==> src/rtl/pt_walker.sv <==
module pt_walker #(
  parameter int VA_W  = 32,
  parameter int OFS_W = 12,
  parameter int MA_W  = 32,
  localparam int PFN_W = 20,
  localparam int PA_W  = PFN_W + OFS_W,
  localparam int VPN_W = VA_W - OFS_W
) (
  input  logic            clk,
  input  logic            rst_n,
  input  logic            cfg_base_we,
  input  logic [MA_W-1:0] cfg_base,
  input  logic            req_valid,
  output logic            req_ready,
  input  logic [VA_W-1:0] req_va,
  input  logic            req_write,
  input  logic            req_user,
  output logic            rsp_valid,
  input  logic            rsp_ready,
  output logic [PA_W-1:0] rsp_pa,
  output logic [1:0]      rsp_fault,
  output logic            mem_req_valid,
  input  logic            mem_req_ready,
  output logic            mem_req_write,
  output logic [MA_W-1:0] mem_req_addr,
  output logic [31:0]     mem_req_wdata,
  input  logic            mem_rsp_valid,
  input  logic [31:0]     mem_rsp_rdata
);

  typedef enum logic [2:0] {S_IDLE, S_FETCH, S_WAIT, S_CHECK, S_UPDATE, S_RESP} state_t;

  state_t           state;
  logic [MA_W-1:0]  base_q, ent_addr_q;
  logic [OFS_W-1:0] ofs_q;
  logic             wr_q, user_q;
  logic [31:0]      ent_q;
  logic [PA_W-1:0]  pa_q;
  logic [1:0]       fault_q;

  logic [VPN_W-1:0] vpn;
  logic [1:0]       fault_c;
  logic [31:0]      ent_upd;

  assign vpn     = req_va[VA_W-1:OFS_W];
  assign fault_c = !ent_q[0] ? 2'b01 :
                   ((wr_q && !ent_q[1]) || (user_q && !ent_q[2])) ? 2'b10 : 2'b00;
  assign ent_upd = ent_q | 32'h20 | (wr_q ? 32'h40 : 32'h0);

  assign req_ready     = (state == S_IDLE);
  assign rsp_valid     = (state == S_RESP);
  assign rsp_pa        = pa_q;
  assign rsp_fault     = fault_q;
  assign mem_req_valid = (state == S_FETCH) || (state == S_UPDATE);
  assign mem_req_write = (state == S_UPDATE);
  assign mem_req_addr  = ent_addr_q;
  assign mem_req_wdata = ent_q;

  always_ff @(posedge clk) begin
    if (!rst_n) begin
      state      <= S_IDLE;
      base_q     <= '0;
      ent_addr_q <= '0;
      ofs_q      <= '0;
      wr_q       <= 1'b0;
      user_q     <= 1'b0;
      ent_q      <= '0;
      pa_q       <= '0;
      fault_q    <= 2'b00;
    end else begin
      if (cfg_base_we) base_q <= cfg_base;
      case (state)
        S_IDLE: if (req_valid) begin
          ent_addr_q <= base_q + (MA_W'(vpn) << 2);
          ofs_q      <= req_va[OFS_W-1:0];
          wr_q       <= req_write;
          user_q     <= req_user;
          state      <= S_FETCH;
        end
        S_FETCH: if (mem_req_ready) state <= S_WAIT;
        S_WAIT: if (mem_rsp_valid) begin
          ent_q <= mem_rsp_rdata;
          state <= S_CHECK;
        end
        S_CHECK: begin
          fault_q <= fault_c;
          pa_q    <= (fault_c == 2'b00) ? {ent_q[31:12], ofs_q} : '0;
          if (fault_c == 2'b00 && ent_upd != ent_q) begin
            ent_q <= ent_upd;
            state <= S_UPDATE;
          end else begin
            state <= S_RESP;
          end
        end
        S_UPDATE: if (mem_req_ready) state <= S_RESP;
        S_RESP: if (rsp_ready) state <= S_IDLE;
        default: state <= S_IDLE;
      endcase
    end
  end

  a_r7_rsp_hold: assert property (@(posedge clk) disable iff (!rst_n)
    rsp_valid && !rsp_ready |=> rsp_valid && $stable(rsp_pa) && $stable(rsp_fault));

  a_r7_idle_only: assert property (@(posedge clk) disable iff (!rst_n)
    req_ready |-> !rsp_valid && !mem_req_valid);

  a_r2_mem_hold: assert property (@(posedge clk) disable iff (!rst_n)
    mem_req_valid && !mem_req_ready |=> mem_req_valid && $stable(mem_req_addr) && $stable(mem_req_write));

  a_r10_no_code3: assert property (@(posedge clk) disable iff (!rst_n)
    rsp_valid |-> rsp_fault != 2'b11);

  a_r4_fault_zero_pa: assert property (@(posedge clk) disable iff (!rst_n)
    rsp_valid && rsp_fault != 2'b00 |-> rsp_pa == '0);

  a_r6_wb_flags: assert property (@(posedge clk) disable iff (!rst_n)
    mem_req_valid && mem_req_write |-> mem_req_wdata[0] && mem_req_wdata[5]);

endmodule

==> config.mk <==
export PLATFORM = sky130hd
export DESIGN_NAME = pt_walker
export DESIGN_NICKNAME = d
export VERILOG_FILES = /design/src/rtl/pt_walker.sv
export SDC_FILE = /design/constraint.sdc
export NUM_CORES = 1
export LEC_CHECK = 0
export BUFFER_PORTS_ARGS = -buffer_cell sky130_fd_sc_hd__buf_2
export CAP_MARGIN = 20
export CELL_PAD_IN_SITES_DETAIL_PLACEMENT = 0
export CELL_PAD_IN_SITES_GLOBAL_PLACEMENT = 1
export CORE_MARGIN = 1.5
export CORE_UTILIZATION = 37
export CTS_CLUSTER_SIZE = 25
export DETAILED_ROUTE_END_ITERATION = 12
export PLACE_DENSITY_LB_ADDON = 0.1
export RECOVER_POWER = 25
export SLEW_MARGIN = 10
export SYNTH_ARGS = -nofsm -noshare
export SYNTH_HDL_FRONTEND = slang
export SYNTH_SLANG_ARGS = --single-unit
==> constraint.sdc <==
create_clock -name clk -period 3.64 [get_ports clk]
set_clock_uncertainty 0.1 [all_clocks]
set_input_delay 1.092 -clock clk [delete_from_list [all_inputs] [get_ports clk]]
set_output_delay 1.092 -clock clk [all_outputs]
set_load 0.03 [all_outputs]
==> metrics.yaml <==
fin_crit_ns: 2.96
syn2layout_area_growth_pct: 25.3
crit_chain: "buf_2 > clkinvlp_2 > clkbuf_2 > a211oi_1"
synthesis.nets: 899
cp-end-kind: "flop"
place_area_sq_um: 7610
finalNetCount: 1078
drcViolationCount: 0
finalMaxSlewViolations: 0
cts-root-buf: "clkbuf_16"
synth_area_per_cell_sq_um: 8.38
yosysWarnings: 0
grt_max_degree: 66
cts_buffer_depth: 2
postRouteWirelength_um: 18100
holdBufCountCts: 0
ios: 207
max_freq_mhz: 338
p_total_w: 0.00450
seq_area_frac_synth_pct: 45.4
max_slew_margin_pct: 10.0
hp-class: "flop to flop"
cts_resized: 0
multiInputGateArea_sq_um: 3220
wl_per_cell_um: 15.2
clk_latency_ns: 0.42
outcome: "finished clean"
p_per_area_nw_per_um2: 555
cap_violations: 0
worstPathRequired_ns: 3.85
drive_gt1_share_pct: 26.1
clkTransAtPathRegs_ns: 0.06
placement_rows: 48
ys_seq_elements: 147
cts_max_level: 4
antenna_cells: 0
tightest_slew_ns: 1.35
critical-path-max-stage-delay_ns: 0.75
viasPerCell: 5.09
cp_max_fo: 65
mostFrequentLayoutCells: "buf_2, dfxtp_1, nand2_1, nor2_1, a21oi_1"
synth_cells: 773
vias: 6045
setup_viol: 0
initial_core_util_pct: 37.7
drt_iter0_drc: 306
syn_area_sq_um: 6480
grtUsageTotal_pct: 19.7
dpl.hpwl_um: 13300
grt-ovfl-total: 0
fp.dieArea_sq_um: 18300
synth_cell_type_count: 48
cts_buffers: 17
ant_nets: 0
crit_type: "input port to flop"
die_h_um: 135
drt-pass1-iter-count: 5
grt_pass1_wl_um: 28700
grt_pass1_vias: 5730
rsz0062_at_grt: "false"
num-fill-cells: 1749
gp_routability_congestion: 0.819
regArea_sq_um: 2940
finalSetupTns_ns: 0
die_x_um: 135
clock-sinks: 147
worst_ir_drop_vdd_uv: 341
p_leak_nw: 3.68
startpoint_type: "input port"
hold_viol: 0
port_buffers: 206
cts_tree: "yes"
hold_ws_ns: 0.349
cpMaxStageDelayCell: "clkbuf_2"
core_area_sq_um: 17200
fin_crit_sh_pct: 81.3
finish.instance_area_sq_um: 8120
final_common_cell: "buf_2"
postCtsSetupBuffers: 0
antenna_found_initial: 0
worst_ep_arrival_time_ns: 3.17
final cells by class:
cell class / instances / share of cell area [%]
clock inverters: 12 / 1.06
inverters: 18 / 0.848
well taps: 225 / 3.47
multi-input cells: 553 / 39.7
clock buffers: 18 / 5.29
repair buffers: 215 / 13.4
flip-flops and latches: 147 / 36.3
cells in the mapped netlist (all sizes together):
library cell | number | area (sq um)
dfxtp | 147 | 2940
nand2 | 130 | 490
nor2 | 89 | 334
a21oi | 87 | 435
clkbuf | 38 | 144
mux2i | 37 | 370
a22oi | 34 | 255
o21ai | 27 | 135
ha | 20 | 250
inv | 18 | 67.6
buf | 17 | 105
nand3 | 16 | 80.1
nor3 | 12 | 71.3
xor2 | 12 | 105
a21o | 8 | 60.1
a31oi | 7 | 43.8
nand4 | 7 | 58.8
nand4b | 6 | 52.6
o21bai | 6 | 45.0
or3 | 6 | 38.8
xnor2 | 6 | 52.6
and2 | 5 | 33.8
and3 | 5 | 31.3
nor2b | 5 | 31.3
o211ai | 5 | 37.5
a311o | 3 | 30.0
o21a | 3 | 22.5
o22ai | 3 | 18.8
a211oi | 2 | 15.0
o2111ai | 2 | 17.5
o221ai | 2 | 17.5
o31ai | 2 | 15.0
a21boi | 1 | 7.51
a221oi | 1 | 15.0
a31o | 1 | 8.76
and2b | 1 | 7.51
and4 | 1 | 10.0
fa | 1 | 20.0
report_power, final:
part           total, W  switching (W)  internal, W
clock           0.00154       0.000681     0.000863
sequential      0.00188       0.000115      0.00177
combinational   0.00108       0.000734     0.000345
total           0.00450        0.00153      0.00297
critical path: cells and delay by family:
family / cells / cell delay, ns
buffers and inverters: 3 / 1.61
AOI/OAI and AO/OA: 1 / 0.41
metrics by stage:
step	cells	utilization [%]	worst slack [ns]
floorplan	773	-	0.561
global placement	1158	44.3	0.308
detailed placement	1158	44.3	0.270
CTS	1188	47.3	0.710
global route	1188	47.3	0.460
finish	1188	47.3	0.681
cells by family after synthesis:
logic type	count (synthesis)	share of synthesized area (%)
xor gates and xnor gates	18	2.43
adders and majority gates	21	4.17
muxes	37	5.72
DFF	147	45.4
buffers and inverters	73	4.89
AOI/OAI and AO/OA	194	18.2
and+or+nand+nor	283	19.1
layer usage:
| metal | wire length (um) | track usage [%] | up-vias |
|---|---|---|---|
| li1 | - | - | 3029 |
| met3 | 1050 | 4.00 | 22 |
| met1 | 8640 | 26.4 | 2805 |
| met4 | 271 | 7.59 | 0 |
| met2 | 8160 | 31.2 | 189 |
| met5 | 0 | 0 | - |
path summary, 6_finish.rpt:
check,cells after the start,end,startpoint,slack [ns]
hold reg to reg,2,mem_req_addr[0]$_SDFFE_PN0P_,base_q[0]$_SDFFE_PN0P_,0.35
hold / removal,2,mem_req_addr[0]$_SDFFE_PN0P_,base_q[0]$_SDFFE_PN0P_,0.35
setup / recovery,4,mem_req_addr[3]$_SDFFE_PN0P_,rst_n,0.68
setup reg to reg,7,mem_req_wdata[6]$_SDFFE_PN0P_,mem_req_wdata[1]$_SDFFE_PN0P_,1.07
sequential cells by signal, indices dropped and copies added (netlist names):
| register | cells |
|---|---|
| mem_req_addr | 32 |
| mem_req_wdata | 32 |
| rsp_fault | 2 |
| user_q | 1 |
| wr_q | 1 |
| rsp_pa | 32 |
| ofs_q | 12 |
| state | 3 |
| base_q | 32 |
(Power assumes the default switching activity.)
